[src/rtl/sqm_pkg.sv]
package sqm_pkg;

   // residue of 2**k modulo m, computed by stepping through the power cycle
   function automatic int unsigned pow2_mod(input int unsigned k, input int unsigned m);
      int unsigned r;
      r = 1 % m;
      for (int unsigned i = 0; i < k; i++) r = (r * 2) % m;
      return r;
   endfunction

   function automatic bit is_pow2(input int unsigned v);
      return (v & (v - 1)) == 0;
   endfunction

   function automatic bit is_mersenne(input int unsigned v);
      return ((v + 1) & v) == 0;
   endfunction

   // slot of the cross term (i,j), i<j, among the n*(n-1)/2 cross terms
   function automatic int unsigned cross_slot(input int unsigned i, input int unsigned j,
                                              input int unsigned n);
      return (i * (2 * n - i - 1)) / 2 + (j - i - 1);
   endfunction

endpackage

[src/rtl/sqm_fold.sv]
module sqm_fold
   import sqm_pkg::*;
#(
   parameter int unsigned MODULUS = 13,
   parameter int unsigned XW      = 4,
   parameter int unsigned NT_P    = 16,
   parameter int unsigned SW      = 8
) (
   input  logic [XW-1:0]      x,
   output logic [NT_P*SW-1:0] terms
);

   localparam int unsigned NT = XW * (XW + 1) / 2;

   genvar i, j, p;
   generate
      // diagonal bits: x_i * x_i = x_i at weight 2^(2i)
      for (i = 0; i < XW; i++) begin : g_diag
         localparam logic [SW-1:0] WGT = SW'(pow2_mod(2 * i, MODULUS));
         assign terms[i*SW +: SW] = x[i] ? WGT : '0;
      end
      // cross bits: x_i & x_j appear twice, hence weight 2^(i+j+1)
      for (i = 0; i < XW; i++) begin : g_row
         for (j = i + 1; j < XW; j++) begin : g_col
            localparam int unsigned SLOT = XW + cross_slot(i, j, XW);
            localparam logic [SW-1:0] WGT = SW'(pow2_mod(i + j + 1, MODULUS));
            assign terms[SLOT*SW +: SW] = (x[i] & x[j]) ? WGT : '0;
         end
      end
      // pad to a full power-of-two leaf count
      for (p = NT; p < NT_P; p++) begin : g_pad
         assign terms[p*SW +: SW] = '0;
      end
   endgenerate

endmodule

[src/rtl/sqm_tree.sv]
module sqm_tree #(
   parameter int unsigned SW     = 8,
   parameter int unsigned LEVELS = 2
) (
   input  logic                       clk,
   input  logic                       rst,
   input  logic                       in_valid,
   input  logic [(1<<LEVELS)*SW-1:0]  leaves,
   output logic                       out_valid,
   output logic [SW-1:0]              sum
);

   localparam int unsigned NT_P = 1 << LEVELS;
   localparam int unsigned NI   = NT_P - 1;   // internal adder nodes, heap order

   logic [NI*SW-1:0] nodes;
   logic [LEVELS-1:0] vsr;

   genvar n;
   generate
      for (n = 0; n < NI; n++) begin : g_node
         localparam int unsigned LC = 2 * n + 1;
         localparam int unsigned RC = 2 * n + 2;
         logic [SW-1:0] a, b, r;
         if (LC >= NI) begin : g_leaf
            assign a = leaves[(LC-NI)*SW +: SW];
            assign b = leaves[(RC-NI)*SW +: SW];
         end else begin : g_inner
            assign a = nodes[LC*SW +: SW];
            assign b = nodes[RC*SW +: SW];
         end
         // one adder per level, then a register
         always_ff @(posedge clk) r <= a + b;
         assign nodes[n*SW +: SW] = r;
      end
   endgenerate

   always_ff @(posedge clk) begin
      if (rst) vsr <= '0;
      else     vsr <= {vsr[LEVELS-2:0], in_valid};
   end

   assign out_valid = vsr[LEVELS-1];
   assign sum       = nodes[SW-1:0];

endmodule

[src/rtl/sqm_reduce.sv]
module sqm_reduce
   import sqm_pkg::*;
#(
   parameter int unsigned MODULUS = 13,
   parameter int unsigned SW      = 8,
   parameter int unsigned XW      = 4
) (
   input  logic [SW-1:0] s,
   output logic [XW-1:0] r
);

   generate
      if (is_pow2(MODULUS)) begin : g_pow2
         logic unused_hi;
         assign unused_hi = ^s[SW-1:XW];
         assign r = s[XW-1:0];
      end else if (is_mersenne(MODULUS)) begin : g_mers
         localparam int unsigned FOLDS = SW / XW + 2;
         logic [SW-1:0] acc;
         always_comb begin
            acc = s;
            for (int f = 0; f < FOLDS; f++)
               acc = SW'(acc[XW-1:0]) + (acc >> XW);   // end-around carry
            r = (acc[XW-1:0] == '1) ? '0 : acc[XW-1:0];
         end
      end else begin : g_generic
         logic [SW-1:0] acc;
         always_comb begin
            acc = s;
            for (int j = SW - XW; j >= 0; j--)
               if (acc >= (SW'(MODULUS) << j)) acc = acc - (SW'(MODULUS) << j);
            r = acc[XW-1:0];
         end
      end
   endgenerate

endmodule

[src/rtl/sqm_top.sv]
module sqm_top
   import sqm_pkg::*;
#(
   parameter int unsigned MODULUS = 13
) (
   input  logic                         clk,
   input  logic                         rst,
   input  logic                         in_valid,
   input  logic [$clog2(MODULUS)-1:0]   in_x,
   output logic                         out_valid,
   output logic [$clog2(MODULUS)-1:0]   out_res
);

   localparam int unsigned XW     = $clog2(MODULUS);
   localparam int unsigned NT     = XW * (XW + 1) / 2;
   localparam int unsigned LEVELS = $clog2(NT);
   localparam int unsigned NT_P   = 1 << LEVELS;
   localparam int unsigned SW     = XW + LEVELS;
   localparam int unsigned LAT    = LEVELS + 2;
   localparam int unsigned FW     = $clog2(LAT + 1) + 1;

   generate
      if (MODULUS < 3) begin : g_chk_min
         $error("sqm_top: MODULUS must be at least 3");
      end
      if (MODULUS >= (1 << 24)) begin : g_chk_max
         $error("sqm_top: MODULUS too large for the default tree sizing");
      end
   endgenerate

   logic                 v_q;
   logic [XW-1:0]        x_q;
   logic [NT_P*SW-1:0]   terms;
   logic                 tree_v;
   logic [SW-1:0]        tree_sum;
   logic [XW-1:0]        red_r;

   always_ff @(posedge clk) begin
      if (rst) v_q <= 1'b0;
      else     v_q <= in_valid;
      x_q <= in_x;
   end

   sqm_fold #(.MODULUS(MODULUS), .XW(XW), .NT_P(NT_P), .SW(SW)) fold_i (
      .x     (x_q),
      .terms (terms)
   );

   sqm_tree #(.SW(SW), .LEVELS(LEVELS)) tree_i (
      .clk       (clk),
      .rst       (rst),
      .in_valid  (v_q),
      .leaves    (terms),
      .out_valid (tree_v),
      .sum       (tree_sum)
   );

   sqm_reduce #(.MODULUS(MODULUS), .SW(SW), .XW(XW)) red_i (
      .s (tree_sum),
      .r (red_r)
   );

   always_ff @(posedge clk) begin
      if (rst) out_valid <= 1'b0;
      else     out_valid <= tree_v;
      out_res <= red_r;
   end

   // ---------------- assertions ----------------
   logic [FW-1:0] inflight;
   always_ff @(posedge clk) begin
      if (rst) inflight <= '0;
      else     inflight <= inflight + FW'(in_valid) - FW'(out_valid);
   end

   always_ff @(posedge clk) begin
      if (!rst && tree_v)
         AST_RED_CONGRUENT: assert ((tree_sum % SW'(MODULUS)) == SW'(red_r))
            else $error("reduced value not congruent to tree sum");
   end

   AST_RES_BELOW_A: assert property (@(posedge clk) disable iff (rst)
      out_valid |-> (32'(out_res) < MODULUS));

   AST_INFLIGHT_BOUND: assert property (@(posedge clk) disable iff (rst)
      32'(inflight) <= LAT);

   AST_RESET_CLEARS: assert property (@(posedge clk) disable iff (rst)
      $past(rst) |-> !out_valid);

   generate
      if (is_mersenne(MODULUS)) begin : g_mers_chk
         AST_MERS_NO_ONES: assert property (@(posedge clk) disable iff (rst)
            tree_v |=> (out_res != '1));
      end
   endgenerate

endmodule

[config.mk]
export PLATFORM = sky130hd
export DESIGN_NAME = sqm_top
export DESIGN_NICKNAME = d
export VERILOG_FILES = /design/src/rtl/sqm_pkg.sv /design/src/rtl/sqm_fold.sv /design/src/rtl/sqm_tree.sv /design/src/rtl/sqm_reduce.sv /design/src/rtl/sqm_top.sv
export SDC_FILE = /design/constraint.sdc
export NUM_CORES = 1
export LEC_CHECK = 0
export BUFFER_PORTS_ARGS = -buffer_cell sky130_fd_sc_hd__buf_2
export CAP_MARGIN = 25
export CORE_ASPECT_RATIO = 1.4
export CORE_MARGIN = 3
export CORE_UTILIZATION = 40
export CTS_CLUSTER_SIZE = 25
export DETAILED_ROUTE_END_ITERATION = 7
export GPL_TIMING_DRIVEN = 1
export REMOVE_ABC_BUFFERS = 1
export SETUP_SLACK_MARGIN = 0.2
export SLEW_MARGIN = 10
export SYNTH_ARGS = -nofsm -noshare
export SYNTH_HDL_FRONTEND = slang
export SYNTH_HIERARCHICAL = 1
export SYNTH_SLANG_ARGS = --single-unit
[constraint.sdc]
create_clock -name clk -period 4.8 [get_ports clk]
set_input_delay 0.48 -clock clk [delete_from_list [all_inputs] [get_ports clk]]
set_output_delay 0.48 -clock clk [all_outputs]
set_load 0.01 [all_outputs]
==> results of run 1 <==
==> metrics by stage <==
stage               power (mW)  area (µm²)  hold WS, ps  setup slack, ps  cells
finish                    6.88        9730          159              499   1342
global route              7.48        9730          143              204   1342
CTS                       6.83        9700          139              298   1342
detailed placement        5.54        9140          429              286   1311
global placement          5.50        9140          419              422   1311
floorplan                 4.81        8680          414              640    996
==> report_power, final <==
group / total (mW) / internal [mW] / switching [mW]
logic: 3.92 / 1.77 / 2.15
clock network: 1.24 / 0.785 / 0.459
registers: 1.71 / 1.52 / 0.196
total: 6.88 / 4.07 / 2.81
==> worst max-delay path, stage by stage (launching register included) <==
cell and delay (ps):
dfxtp_1 390, inv_1 100, ha_1 350, nor4b_4 310, a21oi_1 160, o211ai_2 220, maj3_2 260, o22ai_2 140
a22oi_2 240, a21oi_2 130, o31a_2 390, xnor2_2 190, ha_1 240, nor2b_1 230, nor3b_1 80, a211oi_1 280
o31ai_2 190, nor2b_4 160, xnor2_1 110
==> cell families (layout without fill, tap and decap cells) <==
group,after synthesis,count (layout)
other,1,112
and+or+nand+nor,193,193
buffers and inverters,207,122
xor gates and xnor gates,67,67
DFF,134,134
muxes,3,3
AOI/OAI and AO/OA,286,286
adders and majority gates,124,124
==> state kept, by name (all words and copies together), names as in the netlist <==
register / count
out_res: 4
tree_i/g_node.b: 32
v_q: 1
tree_i/sum: 8
tree_i/g_node.a: 40
tree_i/vsr: 4
x_q: 4
out_valid: 1
tree_i/g_node.r: 40
==> area by class of cell <==
type	instances	area, µm²	share of cell area
multi-input cells	785	5740	0.590
clock inverters	9	101	0.0104
flip-flops and latches	134	2680	0.276
repair buffers	14	77.6	0.00797
clock buffers	22	464	0.0477
inverters	77	289	0.0297
well taps	301	377	0.0387
==> per-layer routing <==
metal | vias to the layer above | GRT usage | routed length, µm
li1 | 3434 | - | -
met1 | 2984 | 0.131 | 6290
met2 | 68 | 0.259 | 8240
met3 | 26 | 0.0243 | 274
met4 | 0 | 0.0542 | 369
met5 | - | 0 | 0
==> cell usage in the layout, fill, tap and decap left out, drive strengths merged, types with 23 or more instances in the layout <==
cell      n
nor2b    26
conb    112
dfxtp   134
xnor2    50
ha      108
a21oi    82
o21ai    51
nand2    27
nor2     47
nor3     23
a211oi   28
inv      78
==> path summary, 6_finish.rpt <==
path / slack (ps) / to
max: 500 / out_res[2]$_DFF_P_
min reg2reg: 440 / tree_i/vsr[1]$_SDFF_PP0_
max reg2reg: 500 / out_res[2]$_DFF_P_
min: 160 / x_q[0]$_DFF_P_
==> key figures, run 1 <==
Logic synthesis
  – Synth Area per Inst: around 9 µm²
  – Post-synth cell types: 77
  – Register area share after synthesis: 0.291
  – Most common cell in the synthesized netlist: dfxtp_1
  – Ys async rst share: 0
  – Post-synthesis register bit count: 134
  – Largest area contributor in the netlist: dfxtp_1
  – Top post-synthesis cells by area: dfxtp_1, ha_1, buf_4, xnor2_1, a21oi_1
  – Synth Area in Simple Gates: 0.117
  – Top FF cell, synth: dfxtp_1
  – Xor/xnor share of the synthesized area: 0.0636
  – Compound-gate portion of the synthesized area: 0.209
  – Portion of netlist area occupied by mux cells: 0.00325
  – Adder-cell share of the synthesized area: 0.180
  – Post-Syn Instances: 1015
  – Number of synthesized flops with an enable pin: 0
  – Post-Syn Area: 0.00923 mm²
  – Synth warnings: 6
  – Largest family of logic cells by synthesized area: compound AO/OA/AOI/OAI gates
  – Post-synth top cells: dfxtp_1, buf_4, ha_1, a21oi_1, inv_1
  – Top cell type's share of synthesized area: 0.291

Global routing
  – Largest net degree at the start of global routing: 17
  – Gr usage total: 0.130
  – Initial antenna violation count: 0
  – First-pass GRT wire length: roughly 27000 µm
  – Vias in the first global route: 6215
  – GRT overflow: 0

Clock tree
  – Postcts setup bufs: 0
  – Htree depth: 4
  – Root buffer cell: clkbuf_16
  – CTS tree: built
  – Post-CTS Resized: 0
  – Maximum buffer depth of the clock tree: 2
  – Clock Latency Late Sink: 420 ps
  – Worst-path clk slew: ~60 ps
  – Sink Count: between 100 and 150
  – Hold_buf cts: 0
  – CTS buffer count: 17

Worst setup path
  – CP Max Fanout: 6
  – Setup CP Type: reg2reg
  – Data arrival, critical path: 4610 ps
  – CP Launch Type: flip-flop
  – Reg2reg path depth: 18
  – CP Capture Type: flip-flop
  – Crit path from: tree_i/sum[5]$_DFF_P_
  – CP required: slightly above 5000 ps
  – Worst R2R Start: tree_i/sum[5]$_DFF_P_

STA
  – Final Hold Viols: 0
  – Max frequency: 233 MHz
  – Final Cycle Share: 0.896
  – Clock Skew: 6.82 ps
  – Relative slew slack: 0.580
  – RSZ-0062 raised after global routing: no
  – Total negative slack: 0 ps
  – Max Slew Vio Count: 0
  – Final worst path period need: 4300 ps
  – # setup viols final: 0
  – Worst Max-Slew Pin Slew: just over 600 ps

Die
  – Die height: 186 µm
  – I/O pins: 12
  – Core area: ~0.023 mm²
  – DIE WIDTH: around 130 µm
  – Initial Util: 0.408
  – Row count: 65
  – Die area: approximately 0.025 mm²

Outcome
  – Outcome: finished, final reports clean

Hold path
  – Hold Crit Class: in2reg
  – Hold path cells: 1
  – Worst hold start: in_x[0]

Drt
  – Initial DRC count: 219
  – Drt wl/cell: roughly 11 µm
  – Total number of vias: between 6k and 7k
  – # DRC: 0
  – Vias/cell: a little under 5
  – DR pass1 iterations: 5
  – Final WL: 15200 µm
  – Post-route ant nets: 0

Layout
  – Antenna diodes: 0
  – Layout Nets: roughly 1.2k
  – Fin util: 0.430
  – FILL cells: ~2.3k
  – Share of cells above drive strength 1: 0.0711
  – Synthesis-to-layout area growth: 5.39%

Pwr
  – Pwr/cell area: 707 mW/mm²
  – Peak VDD IR: roughly 550 µV
  – Leakage: 4.42 nW

Run
  – Max cap viols: 0

Place
  – PortBufs: 11
  – Gpl congestion: a little under 0.9
  – Post-DP HPWL: about 12000 µm
(Power assumes the default switching activity.)
==> run 2, diff against run 1 <==
==> constraint.sdc (replaced) <==
create_clock -name clk -period 4.4 [get_ports clk]
set_input_delay 0.44 -clock clk [delete_from_list [all_inputs] [get_ports clk]]
set_output_delay 0.44 -clock clk [all_outputs]
set_load 0.01 [all_outputs]
==> run 2 against run 1 <==
Largest cell class unchanged. Largest power group unchanged. Clock power increased by 18%. Critical endpoint unchanged. Via count down 0.55%. Power rose by 14%.
==> key figures, run 2 (same netlist as run 1, synthesis figures left out) <==
Drt
  – Final WL: 15100 µm
  – DR pass1 iterations: 4
  – # DRC: 0
  – Total number of vias: around 6.5k
  – Post-route ant nets: 0
  – Drt wl/cell: between 10 and 15 µm
  – Initial DRC count: 199
  – Vias/cell: 4.79

Layout
  – FILL cells: around 2.3k
  – Antenna diodes: 0
  – Register area: 0.00269 mm²
  – Layout Nets: 1168
  – Commonest non-fill, non-tap cell in the layout: dfxtp_1
  – Most frequent cells in the layout: dfxtp_1, conb_1, ha_1, a21oi_1, inv_1
  – Fin util: 0.438
  – Multi-input gate area: 0.00580 mm²
  – Design Area, Final: ~0.0099 mm²
  – Share of cells above drive strength 1: 0.0932
  – Final cell count without fillers: approximately 1.4k
  – Synthesis-to-layout area growth: 7.29%

STA
  – Max Slew Vio Count: 0
  – # setup viols final: 0
  – RSZ-0062 raised after global routing: no
  – Final Cycle Share: 0.903
  – Final Hold Viols: 0
  – Final worst path period need: 3980 ps
  – Worst Max-Slew Pin Slew: between 500 and 600 ps
  – Clock Skew: approximately 7.7 ps
  – Max frequency: about 250 MHz
  – Worst hold margin: between 100 and 150 ps
  – Setup WS post-layout: 425 ps
  – Total negative slack: 0 ps
  – Relative slew slack: 0.636

Worst setup path
  – Reg2reg path depth: 16
  – Capturing point of the worst reg2reg path: out_res[2]$_DFF_P_
  – Setup slack, reg-to-reg: roughly 420 ps
  – Crit path top cell by count: or3_4
  – Critical-path top delay cell: or3_4
  – Worst path bufs/invs: 0
  – Data arrival, critical path: 4280 ps
  – CP required: ~4700 ps
  – Crit-path max cell delay: ~430 ps
  – CP Capture Type: flip-flop
  – Setup CP Type: reg2reg
  – Worst R2R Start: tree_i/sum[3]$_DFF_P_
  – CP cell instances: or3_4 > o211a_1 > or3_4 > o21ai_4 > nand3_4 > o211ai_1 > o21ai_2 > o31a_2 > xnor2_2 > ha_1 > nor2b_2 > nor3b_1 > a211oi_2 > o31ai_4 > nor2b_4 > xnor2_1
  – Crit path from: tree_i/sum[3]$_DFF_P_
  – CP Max Fanout: 8
  – CP Launch Type: flip-flop
  – Delay-heaviest family, CP: compound AO/OA/AOI/OAI gates

Die
  – I/O pins: 12
  – Row count: 65
  – Core area: 0.0226 mm²
  – Initial Util: 0.408
  – Die height: roughly 190 µm
  – Die area: 0.0250 mm²
  – DIE WIDTH: ~130 µm

Hold path
  – Hold Crit Class: in2reg
  – Hold path endpoint: x_q[0]$_DFF_P_
  – Worst hold start: in_x[0]
  – Hold path cells: 1

Clock tree
  – Htree depth: 4
  – Maximum buffer depth of the clock tree: 2
  – Clock Latency Late Sink: about 420 ps
  – CTS tree: built
  – CTS buffer count: 17
  – Root buffer cell: clkbuf_16
  – Hold_buf cts: 0
  – Worst-path clk slew: 60 ps
  – Sink Count: roughly 130

Place
  – Post-DP HPWL: 12000 µm
  – Dpl cells: ~1.3k
  – Gpl congestion: 0.856
  – Dpl cell area: about 0.009 mm²
  – PortBufs: 11
  – Pre-CTS WS: just under 60 ps

Outcome
  – Outcome: finished, final reports clean

Pwr
  – Power share of the combinational group: 0.580
  – Total power: 7.87 mW
  – Net Switching: 3.17 mW
  – Sw Ratio: 0.402
  – Int Power: approximately 4.7 mW
  – Pwr/cell area: between 700 and 800 mW/mm²
  – Leakage: around 4.5 nW
  – Flop pwr share: 0.235
  – Peak VDD IR: roughly 730 µV
  – Clock Power Share: 0.185

Global routing
  – Initial antenna violation count: 0
  – GRT overflow: 0
  – Largest net degree at the start of global routing: 17
  – Vias in the first global route: 6324
  – First-pass GRT wire length: 26600 µm
  – Gr usage total: 0.129

Run
  – Max cap viols: 0
-- run 2: cell types whose count changed in the layout (fill, tap and decap cells not counted), moves of 3 or more --
cell / previous run / this run
clkinvlp_4: 1 / 4
clkinv_4: 0 / 4
buf_4: 3 / 12
clkinv_2: 5 / 0
-- run 2: final cells by class --
class                   count  area share
multi-input cells         785       0.585
flip-flops and latches    134       0.271
clock buffers              19      0.0447
well taps                 301      0.0380
inverters                  77      0.0292
clock inverters            13      0.0174
repair buffers             23      0.0147
-- run 2: power groups by stage --
stage	combinational [mW]	clock, mW	sequential [mW]
after floorplan	3.40	0	1.85
after global placement	4.21	0	1.87
after detailed placement	4.23	0	1.87
after CTS	4.35	1.50	1.85
after global routing	5.14	1.55	1.89
final	4.57	1.46	1.85
-- run 2: per-layer routing --
layer,track usage,vias up,share of wire
met3,0.0233,16,0.016
met4,0.0579,0,0.023
met5,0,-,0
li1,-,3448,-
met1,0.129,2963,0.42
met2,0.255,49,0.54
-- run 2: repair_timing --
item | CTS | global route
pin swaps | 1 | 3
setup endpoints to repair | 4 | 4
hold endpoints to repair | 0 | 0
buffers inserted | 1 | 4
resized for setup | 6 | 13
-- run 2: worst max-delay path by stage --
stage,cells after the start,slack (ps),end
floorplan,17,240,out_res[2]$_DFF_P_
global placement,18,160,out_res[2]$_DFF_P_
detailed placement,18,60,out_res[2]$_DFF_P_
CTS,18,240,out_res[2]$_DFF_P_
global route,16,210,out_res[2]$_DFF_P_
finish,16,420,out_res[2]$_DFF_P_
